--- config.mk ---
export PLATFORM = sky130hd
export DESIGN_NAME = rpr_ctrl
export DESIGN_NICKNAME = d
export VERILOG_FILES = /design/src/rtl/rpr_pkg.sv /design/src/rtl/rpr_rank.sv /design/src/rtl/rpr_state.sv /design/src/rtl/rpr_ctrl.sv
export SDC_FILE = /design/constraint.sdc
export NUM_CORES = 1
export LEC_CHECK = 0
export ABC_AREA = 1
export ABC_CLOCK_PERIOD_IN_PS = 10100
export BUFFER_PORTS_ARGS = -buffer_cell sky130_fd_sc_hd__buf_2
export CAP_MARGIN = 0
export CORE_ASPECT_RATIO = 0.75
export CORE_MARGIN = 8
export CORE_UTILIZATION = 45
export DETAILED_ROUTE_END_ITERATION = 10
export GPL_ROUTABILITY_DRIVEN = 0
export HOLD_SLACK_MARGIN = 0.1
export PLACE_DENSITY = 0.78
export SKIP_CTS_REPAIR_TIMING = 1
export SYNTH_ARGS = -nofsm -noshare
export SYNTH_HDL_FRONTEND = slang
export SYNTH_SLANG_ARGS = --single-unit
--- constraint.sdc ---
create_clock -name clk -period 10.1 [get_ports clk]
set_input_delay 2.02 -clock clk [delete_from_list [all_inputs] [get_ports clk]]
set_output_delay 2.02 -clock clk [all_outputs]
set_load 0.01 [all_outputs]
--- src/rtl/rpr_pkg.sv ---
package rpr_pkg;
    typedef enum logic [2:0] {
        OP_NOP        = 3'd0,
        OP_EOI        = 3'd1,
        OP_EOI_AT     = 3'd2,
        OP_EOI_ROT    = 3'd3,
        OP_EOI_AT_ROT = 3'd4,
        OP_SET_BASE   = 3'd5
    } op_e;
endpackage

--- src/rtl/rpr_rank.sv ---
module rpr_rank #(
    parameter int LINES = 8,
    localparam int W = $clog2(LINES)
) (
    input  logic [LINES-1:0] vec,
    input  logic [W-1:0]     ofs,
    output logic [W:0]       rank,
    output logic [W-1:0]     line
);
    logic [W-1:0] cand_l;

    // Scan from the lowest rank upward; the last hit written is the best.
    always_comb begin
        rank   = (W+1)'(LINES);
        line   = '0;
        cand_l = '0;
        for (int p = LINES - 1; p >= 0; p--) begin
            cand_l = W'(p) + ofs;
            if (vec[cand_l]) begin
                rank = (W+1)'(p);
                line = cand_l;
            end
        end
    end
endmodule

--- src/rtl/rpr_state.sv ---
module rpr_state
    import rpr_pkg::*;
#(
    parameter int LINES = 8,
    localparam int W = $clog2(LINES)
) (
    input  logic             clk,
    input  logic             rst_n,
    input  logic             ack,
    input  logic             grant,
    input  logic [W-1:0]     grant_line,
    input  logic             auto_eoi,
    input  logic             auto_rot,
    input  logic             cmd_valid,
    input  logic [2:0]       cmd_op,
    input  logic [W-1:0]     cmd_line,
    input  logic             top_found,
    input  logic [W-1:0]     top_line,
    output logic [LINES-1:0] isr_q,
    output logic [W-1:0]     ofs_q
);
    logic [LINES-1:0] isr_d;
    logic [W-1:0]     ofs_d;

    always_ff @(posedge clk) begin
        if (!rst_n) begin
            isr_q <= '0;
            ofs_q <= '0;
        end else begin
            isr_q <= isr_d;
            ofs_q <= ofs_d;
        end
    end

    always_comb begin
        isr_d = isr_q;
        ofs_d = ofs_q;
        if (ack) begin
            if (grant) begin
                if (!auto_eoi)
                    isr_d[grant_line] = 1'b1;
                else if (auto_rot)
                    ofs_d = grant_line + W'(1);
            end
        end else if (cmd_valid) begin
            unique case (op_e'(cmd_op))
                OP_EOI: begin
                    if (top_found) isr_d[top_line] = 1'b0;
                end
                OP_EOI_ROT: begin
                    if (top_found) begin
                        isr_d[top_line] = 1'b0;
                        ofs_d = top_line + W'(1);
                    end
                end
                OP_EOI_AT: isr_d[cmd_line] = 1'b0;
                OP_EOI_AT_ROT: begin
                    isr_d[cmd_line] = 1'b0;
                    ofs_d = cmd_line + W'(1);
                end
                OP_SET_BASE: ofs_d = cmd_line + W'(1);
                default: ;
            endcase
        end
    end


    grant_sets_bit_chk: assert property (@(posedge clk) disable iff (!rst_n)
        ack && grant && !auto_eoi |=> isr_q[$past(grant_line)]);


    idle_hold_chk: assert property (@(posedge clk) disable iff (!rst_n)
        !ack && !cmd_valid |=> $stable(isr_q) && $stable(ofs_q));


    set_base_keeps_isr_chk: assert property (@(posedge clk) disable iff (!rst_n)
        !ack && cmd_valid && cmd_op == 3'd5 |=> $stable(isr_q));
endmodule

--- src/rtl/rpr_ctrl.sv ---
module rpr_ctrl #(
    parameter int LINES     = 8,
    parameter int CASC_LINE = 2,
    parameter bit PRIMARY   = 1'b1,
    localparam int W = $clog2(LINES)
) (
    input  logic             clk,
    input  logic             rst_n,
    input  logic [LINES-1:0] req_pend,
    input  logic [LINES-1:0] req_mask,
    input  logic             ack,
    input  logic             cmd_valid,
    input  logic [2:0]       cmd_op,
    input  logic [W-1:0]     cmd_line,
    input  logic             auto_eoi,
    input  logic             auto_rot,
    input  logic             nest_special,
    output logic             irq_out,
    output logic [W-1:0]     irq_line,
    output logic [LINES-1:0] in_service,
    output logic [W-1:0]     rot_ofs
);
    logic [LINES-1:0] cand_vec, view_vec, excl;
    logic [W:0]       cand_rank, view_rank, full_rank;
    logic [W-1:0]     cand_line, full_line, unused_view_line;
    logic [LINES-1:0] isr_q;
    logic [W-1:0]     ofs_q;
    logic             grant;

    generate
        if (PRIMARY) begin : g_primary
            assign excl = nest_special ? (LINES'(1) << CASC_LINE) : '0;
        end else begin : g_secondary
            logic unused_nest;
            assign unused_nest = nest_special;
            assign excl = '0;
        end
    endgenerate

    assign cand_vec = req_pend & ~req_mask;
    assign view_vec = isr_q & ~excl;

    rpr_rank #(.LINES(LINES)) u_rank_cand (
        .vec(cand_vec), .ofs(ofs_q), .rank(cand_rank), .line(cand_line));
    rpr_rank #(.LINES(LINES)) u_rank_view (
        .vec(view_vec), .ofs(ofs_q), .rank(view_rank), .line(unused_view_line));
    rpr_rank #(.LINES(LINES)) u_rank_full (
        .vec(isr_q), .ofs(ofs_q), .rank(full_rank), .line(full_line));

    assign grant = (cand_rank != (W+1)'(LINES)) && (cand_rank < view_rank);

    rpr_state #(.LINES(LINES)) u_state (
        .clk(clk), .rst_n(rst_n), .ack(ack), .grant(grant),
        .grant_line(cand_line), .auto_eoi(auto_eoi), .auto_rot(auto_rot),
        .cmd_valid(cmd_valid), .cmd_op(cmd_op), .cmd_line(cmd_line),
        .top_found(full_rank != (W+1)'(LINES)), .top_line(full_line),
        .isr_q(isr_q), .ofs_q(ofs_q));

    always_comb begin
        irq_out    = grant;
        irq_line   = grant ? cand_line : W'(LINES - 1);
        in_service = isr_q;
        rot_ofs    = ofs_q;
    end


    offered_is_live_chk: assert property (@(posedge clk) disable iff (!rst_n)
        irq_out |-> req_pend[irq_line] && !req_mask[irq_line]);


    idle_line_chk: assert property (@(posedge clk) disable iff (!rst_n)
        !irq_out |-> irq_line == W'(LINES - 1));
endmodule

== Word-level counts from Yosys, hierarchy flattened ==
Index checks and enable logic that the tools add are counted.
Storage, ports and cells
  bits in registers: 11
  latch bits: 0
  RAM bits: 0
  memory bits (read-only): 0
  input port bits: 29
  logic and storage cells: 170
  memories: 0
Operators by class
  add/sub/neg operators: 10
  $mul: 0
  divide/modulo/power cells: 0
  magnitude comparators: 15
  equal/unequal tests: 13
  shift-type cells: 0
  multiplexer cells: 109
  bitwise logic cells: 9
  reduce and logical (&&, ||, !) cells: 12
Operators by type and width (count)
  4-bit two-way mux: 24
  1-bit binary-select mux with 3-bit select: 24
  3-bit two-way mux: 24
  3-bit by 4-bit less-than comparator with 1-bit output, second input constant: 11
  8-bit two-way mux: 5
  8-bit AND: 4
  1-bit two-way mux: 27
  8-bit inverter: 3
  8-bit one-hot mux with 2 select lines: 1
  3-bit adder, first input constant: 4
  3-bit by 1-bit adder with 3-bit output, second input constant: 3
  1-bit demux with 3-bit select: 3
  3-bit by 1-bit >= comparator with 1-bit output, second input constant: 3
  4-bit != test, second input constant: 2
  3-bit inverter with 8-bit output: 1
  8-bit OR: 1
  2-bit by 3-bit adder with 3-bit output, first input constant: 2
  3-bit by 2-bit == test with 1-bit output, second input constant: 2
  3-bit == test, second input constant: 2
  2-bit by 1-bit != test with 1-bit output, second input constant: 3
  3-bit one-hot mux with 2 select lines: 1
  6-bit AND reduction: 1
  3-bit nonzero test: 2
  2-bit OR reduction: 3
  other kinds (9): 12

== Logic depth before layout (Yosys ltp) ==
  depth in word-level cells: 21
  mapped depth: 28

== Hierarchy ==
A second synthesis with hierarchy kept.
Second synthesis, totals
  cell total of the unflattened synthesis: 620
  area, all modules: 3387.0 um2
Modules (own cells, without submodules)
  rpr_rank: instances 3, cells an instance 136, area each 744.5 um2, seq. area each 0.0 um2
  rpr_state: instances 1, cells an instance 161, area each 912.1 um2, seq. area each 220.2 um2
  rpr_ctrl: instances 1, cells an instance 51, area each 241.5 um2, seq. area each 0.0 um2

== Worst setup path before layout ==
Ideal clock, no wire load.
  path type: input to output
  start point: in req_mask[3]
  end point: out irq_line[0]
  data arrival time: 3.629 ns
  required time: 8.080 ns
  setup slack: 4.451 ns
  stages: 13
  cells stage by stage: inv_1 -> nand3_1 -> nand3_1 -> nand3_1 -> nand2_1 -> nor2_1 -> nand2_1 -> nor2_1 -> ha_1 -> a21oi_1 -> nand3_4 -> inv_1 -> nand2_1
Between the ends
  longest elaborated chain between the ends: 15
RTL lines
  start: declaration: line rpr_ctrl.sv:10  | input logic [LINES-1:0] req_mask,
  8-bit inverter (*): line rpr_ctrl.sv:40  | assign cand_vec = req_pend & ~req_mask;
  8-bit AND (*): line rpr_ctrl.sv:40
  1-bit binary-select mux with 3-bit select: line rpr_rank.sv:19  | if (vec[cand_l]) begin
  1-bit two-way mux (not written as such): line rpr_rank.sv:19
  4-bit two-way mux (7 in a row): line rpr_rank.sv:19
  4-bit two-way mux (*): line rpr_rank.sv:19
  4-bit less-than comparator or 4-bit != test (tied branches): line rpr_ctrl.sv:50  | assign grant = (cand_rank != (W+1)'(LINES)) && (cand_rank < view_rank);
  1-bit logical AND (*): line rpr_ctrl.sv:50
  via irq_out: line rpr_ctrl.sv:18  | output logic irq_out,
  3-bit two-way mux (*): line rpr_ctrl.sv:61  | irq_line = grant ? cand_line : W'(LINES - 1);
  end: declaration: line rpr_ctrl.sv:19  | output logic [W-1:0] irq_line,
Mark *: on every way through the listed nets, which the timed path passes. The rest lies on a longest branch. The select of a mux whose other input is x is not followed.

== Final worst setup path ==
  start point: reg u_state.ofs_q[0]
  end point: out irq_line[2]
Between the ends
  longest elaborated chain between the ends: 14
RTL lines
  start: declaration: line rpr_state.sv:20  | output logic [W-1:0] ofs_q
  start signal: assignment: line rpr_state.sv:31  | ofs_q <= ofs_d;
  3-bit adder: line rpr_rank.sv:18  | cand_l = W'(p) + ofs;
  1-bit binary-select mux with 3-bit select: line rpr_rank.sv:19
  1-bit two-way mux (not written as such): line rpr_rank.sv:19
  4-bit two-way mux (8 in a row): line rpr_rank.sv:19
  4-bit less-than comparator or 4-bit != test (tied branches): line rpr_ctrl.sv:50
  1-bit logical AND: line rpr_ctrl.sv:50
  3-bit two-way mux (*): line rpr_ctrl.sv:61
Mark *: on every way between the ends. The rest lies on a longest branch, timed or not. The select of a mux whose other input is x is not followed.

==> out/metrics.cfg <==
[status]
outcome = completed

[finish]
nFillCells = 577
seqCellArea_um2 = 220
layoutNonFillerInstCount = 596
insertedDiodeCount = 0
area_delta_synth_final_pct = 11.2
drive_gt1_share_pct = 15.7
fin_nets = 557
multiInputGateArea_um2 = 1950
fin_area_um2 = 2780

[placement]
place_hpwl_um = 6590
portBuffers = 43
dp_cells = 592
placed_cell_area_um2 = 2730

[critical_path]
path_cells = inv_2 > ha_1 > inv_1 > nand3_1 > nand3_2 > a21boi_1 > nand2_1 > nor2_1 > nand4_1 > ha_1 > a21oi_1 > nand3_4 > inv_1 > nand2_1 > buf_2
critPathCaptureType = output port
max_stage_delay_ns = 0.84
crit_fanout = 24
reg2reg_slack_ns = 5.63
reg2reg_to = u_state.ofs_q[2]$_SDFFE_PN0P_
crit_buf_inv = 4
critPathKind = register to output port
worstReg2RegStart = u_state.ofs_q[0]$_SDFFE_PN0P_
required_ns = 8.08
crit_path_top_delay_cell = dfxtp_1
r2r_cells = 22
critPathLaunch = u_state.ofs_q[0]$_SDFFE_PN0P_
critPathTopFamily = buffers and inverters
critPathLaunchType = register
cp.arrival_ns = 4.29

[min_path]
hold_start = u_state.isr_q[0]$_SDFFE_PN0P_
holdPathStages = 2
worstHoldEndpoint = u_state.isr_q[0]$_SDFFE_PN0P_
hp-class = register to register

[routing]
drt_iter0_markers = 413
routed_wl_um = 8150
viasPerCell = 5.65
route.detailed.wl_per_inst_um = 13.7
drc_errors = 0
num_vias = 3366
firstDrtPassIters = 5
antenna_left = 0

[cts]
clock_latency_ns = 0.24
clockBufferDepth = 2
cts_buffers = 3
cts_sinks = 11
ctsHtreeMaxLevel = 1
cts_root_buf = clkbuf_8
cts.clk_slew.worst_paths_ns = 0.06
cts_tree = yes

[floorplan]
start_util_pct = 46.7
dieArea_um2 = 8220
die_x_um = 102
die_h_um = 80.5
pin_count = 44
core_um2 = 5350
row_count = 23

[synth]
ys.flop_type = dfxtp_1
ys_seq_elements = 11
synthTopCellsByArea = nand2_1, nand3_1, dfxtp_1
synth_warnings = 0
syn_nets = 521
netlist_area_um2 = 2500
synth_edf_count = 0
synthCells = 486
yosys.area.top_type = nand2_1
syn_area_per_cell_um2 = 5.14
synth_top_area_share_pct = 26.7
yosysSeqAreaShare_pct = 8.81
async_flop_share_pct = 0
synth_cell_types = 35

[global_route]
grt_pass1_vias = 2829
grt_first_pass_wirelength_um = 13100
grtUsageTotal_pct = 19.3
antenna_found_initial = 0
grt.overflow.total = 0
grt_max_degree = 25

[flow_run]
max_cap_violations = 0

[timing]
skew_ns = 0.00614
setup_violations = 0
tns_ns = 0
max_freq_ghz = 0.159
tightest_slew_ns = 0.809
post-route-period-util_pct = 62.5
post-route-min-period_ns = 6.31
drv_slew = 0
finalHoldViolCount = 0
rsz0062_at_grt = no
slew_headroom_pct = 46.0

[layer usage]
| layer | track usage [%] | up-vias | wire length [um] | part of all wire (%) |
|---|---|---|---|---|
| met5 | 0 | - | 0 | 0 |
| met4 | 3.65 | 0 | 125 | 1.5 |
| met3 | 5.18 | 26 | 1240 | 15 |
| met2 | 28.0 | 226 | 3190 | 39 |
| met1 | 27.6 | 1450 | 3600 | 44 |
| li1 | - | 1664 | - | - |
[how the worst max path moves through the flow]
stage                        endpoint  cells past startpoint
after floorplan           irq_line[0]                     13
final                     irq_line[2]                     15
after detailed placement  irq_line[1]                     15
after global placement    irq_line[2]                     14
after CTS                 irq_line[2]                     15
after global routing      irq_line[1]                     16
[worst min-delay path, cell delays in order, from the launching register on]
cell	delay (ns)
dfxtp_1	0.36
nand2_1	0.08
a21oi_1	0.06
[logic make-up (layout without fill, tap and decap cells)]
family	count (synthesis)	after routing	share of synthesized area [%]
buf+inv	78	113	13.0
fa+ha+maj	6	6	3.00
xor+xnor	2	2	1.75
simple gates	327	327	58.5
compound gates	62	62	14.9
flops	11	11	8.81
[cell usage in the layout, fill, tap and decap left out, types with 5 or more instances in the layout]
master | Yosys | final
nand2_1 | 178 | 178
nand3_1 | 78 | 78
inv_1 | 52 | 52
buf_2 | 5 | 43
nor2_1 | 33 | 33
a21oi_1 | 27 | 27
nand4_1 | 20 | 20
o21ai_0 | 13 | 13
inv_2 | 12 | 12
dfxtp_1 | 11 | 11
nand2_2 | 8 | 8
o21ai_1 | 7 | 7
ha_1 | 6 | 6
nand3_2 | 5 | 5
[cell usage after synthesis, types with 6 or more instances]
master   instances
a21oi_1         27
dfxtp_1         11
ha_1             6
inv_1           52
inv_2           12
nand2_1        178
nand2_2          8
nand3_1         78
nand4_1         20
nor2_1          33
o21ai_0         13
o21ai_1          7
[registers in the layout, summed over array words and instances (netlist names)]
signal         count
u_state.isr_q      8
u_state.ofs_q      3
[layout make-up]
| type | count | area share, % |
|---|---|---|
| Multi-Input combinational cell | 397 | 70.3 |
| Inverter | 66 | 9.00 |
| Sequential cell | 11 | 7.92 |
| Timing Repair Buffer | 43 | 7.74 |
| Tap cell | 75 | 3.38 |
| Clock buffer | 4 | 1.62 |
[per-stage QoR]
| stage | hold WS, ns | utilization, % | worst slack (ns) |
|---|---|---|---|
| floorplan | 0.525 | - | 4.45 |
| global placement | 0.527 | 51.1 | 4.10 |
| detailed placement | 0.537 | 51.1 | 4.05 |
| CTS | 0.548 | 51.9 | 3.90 |
| global route | 0.574 | 51.9 | 3.44 |
| finish | 0.553 | 51.9 | 3.79 |
Power is not shown: default switching activity piles up to over one toggle a cycle in this logic, so the estimate is an artifact.
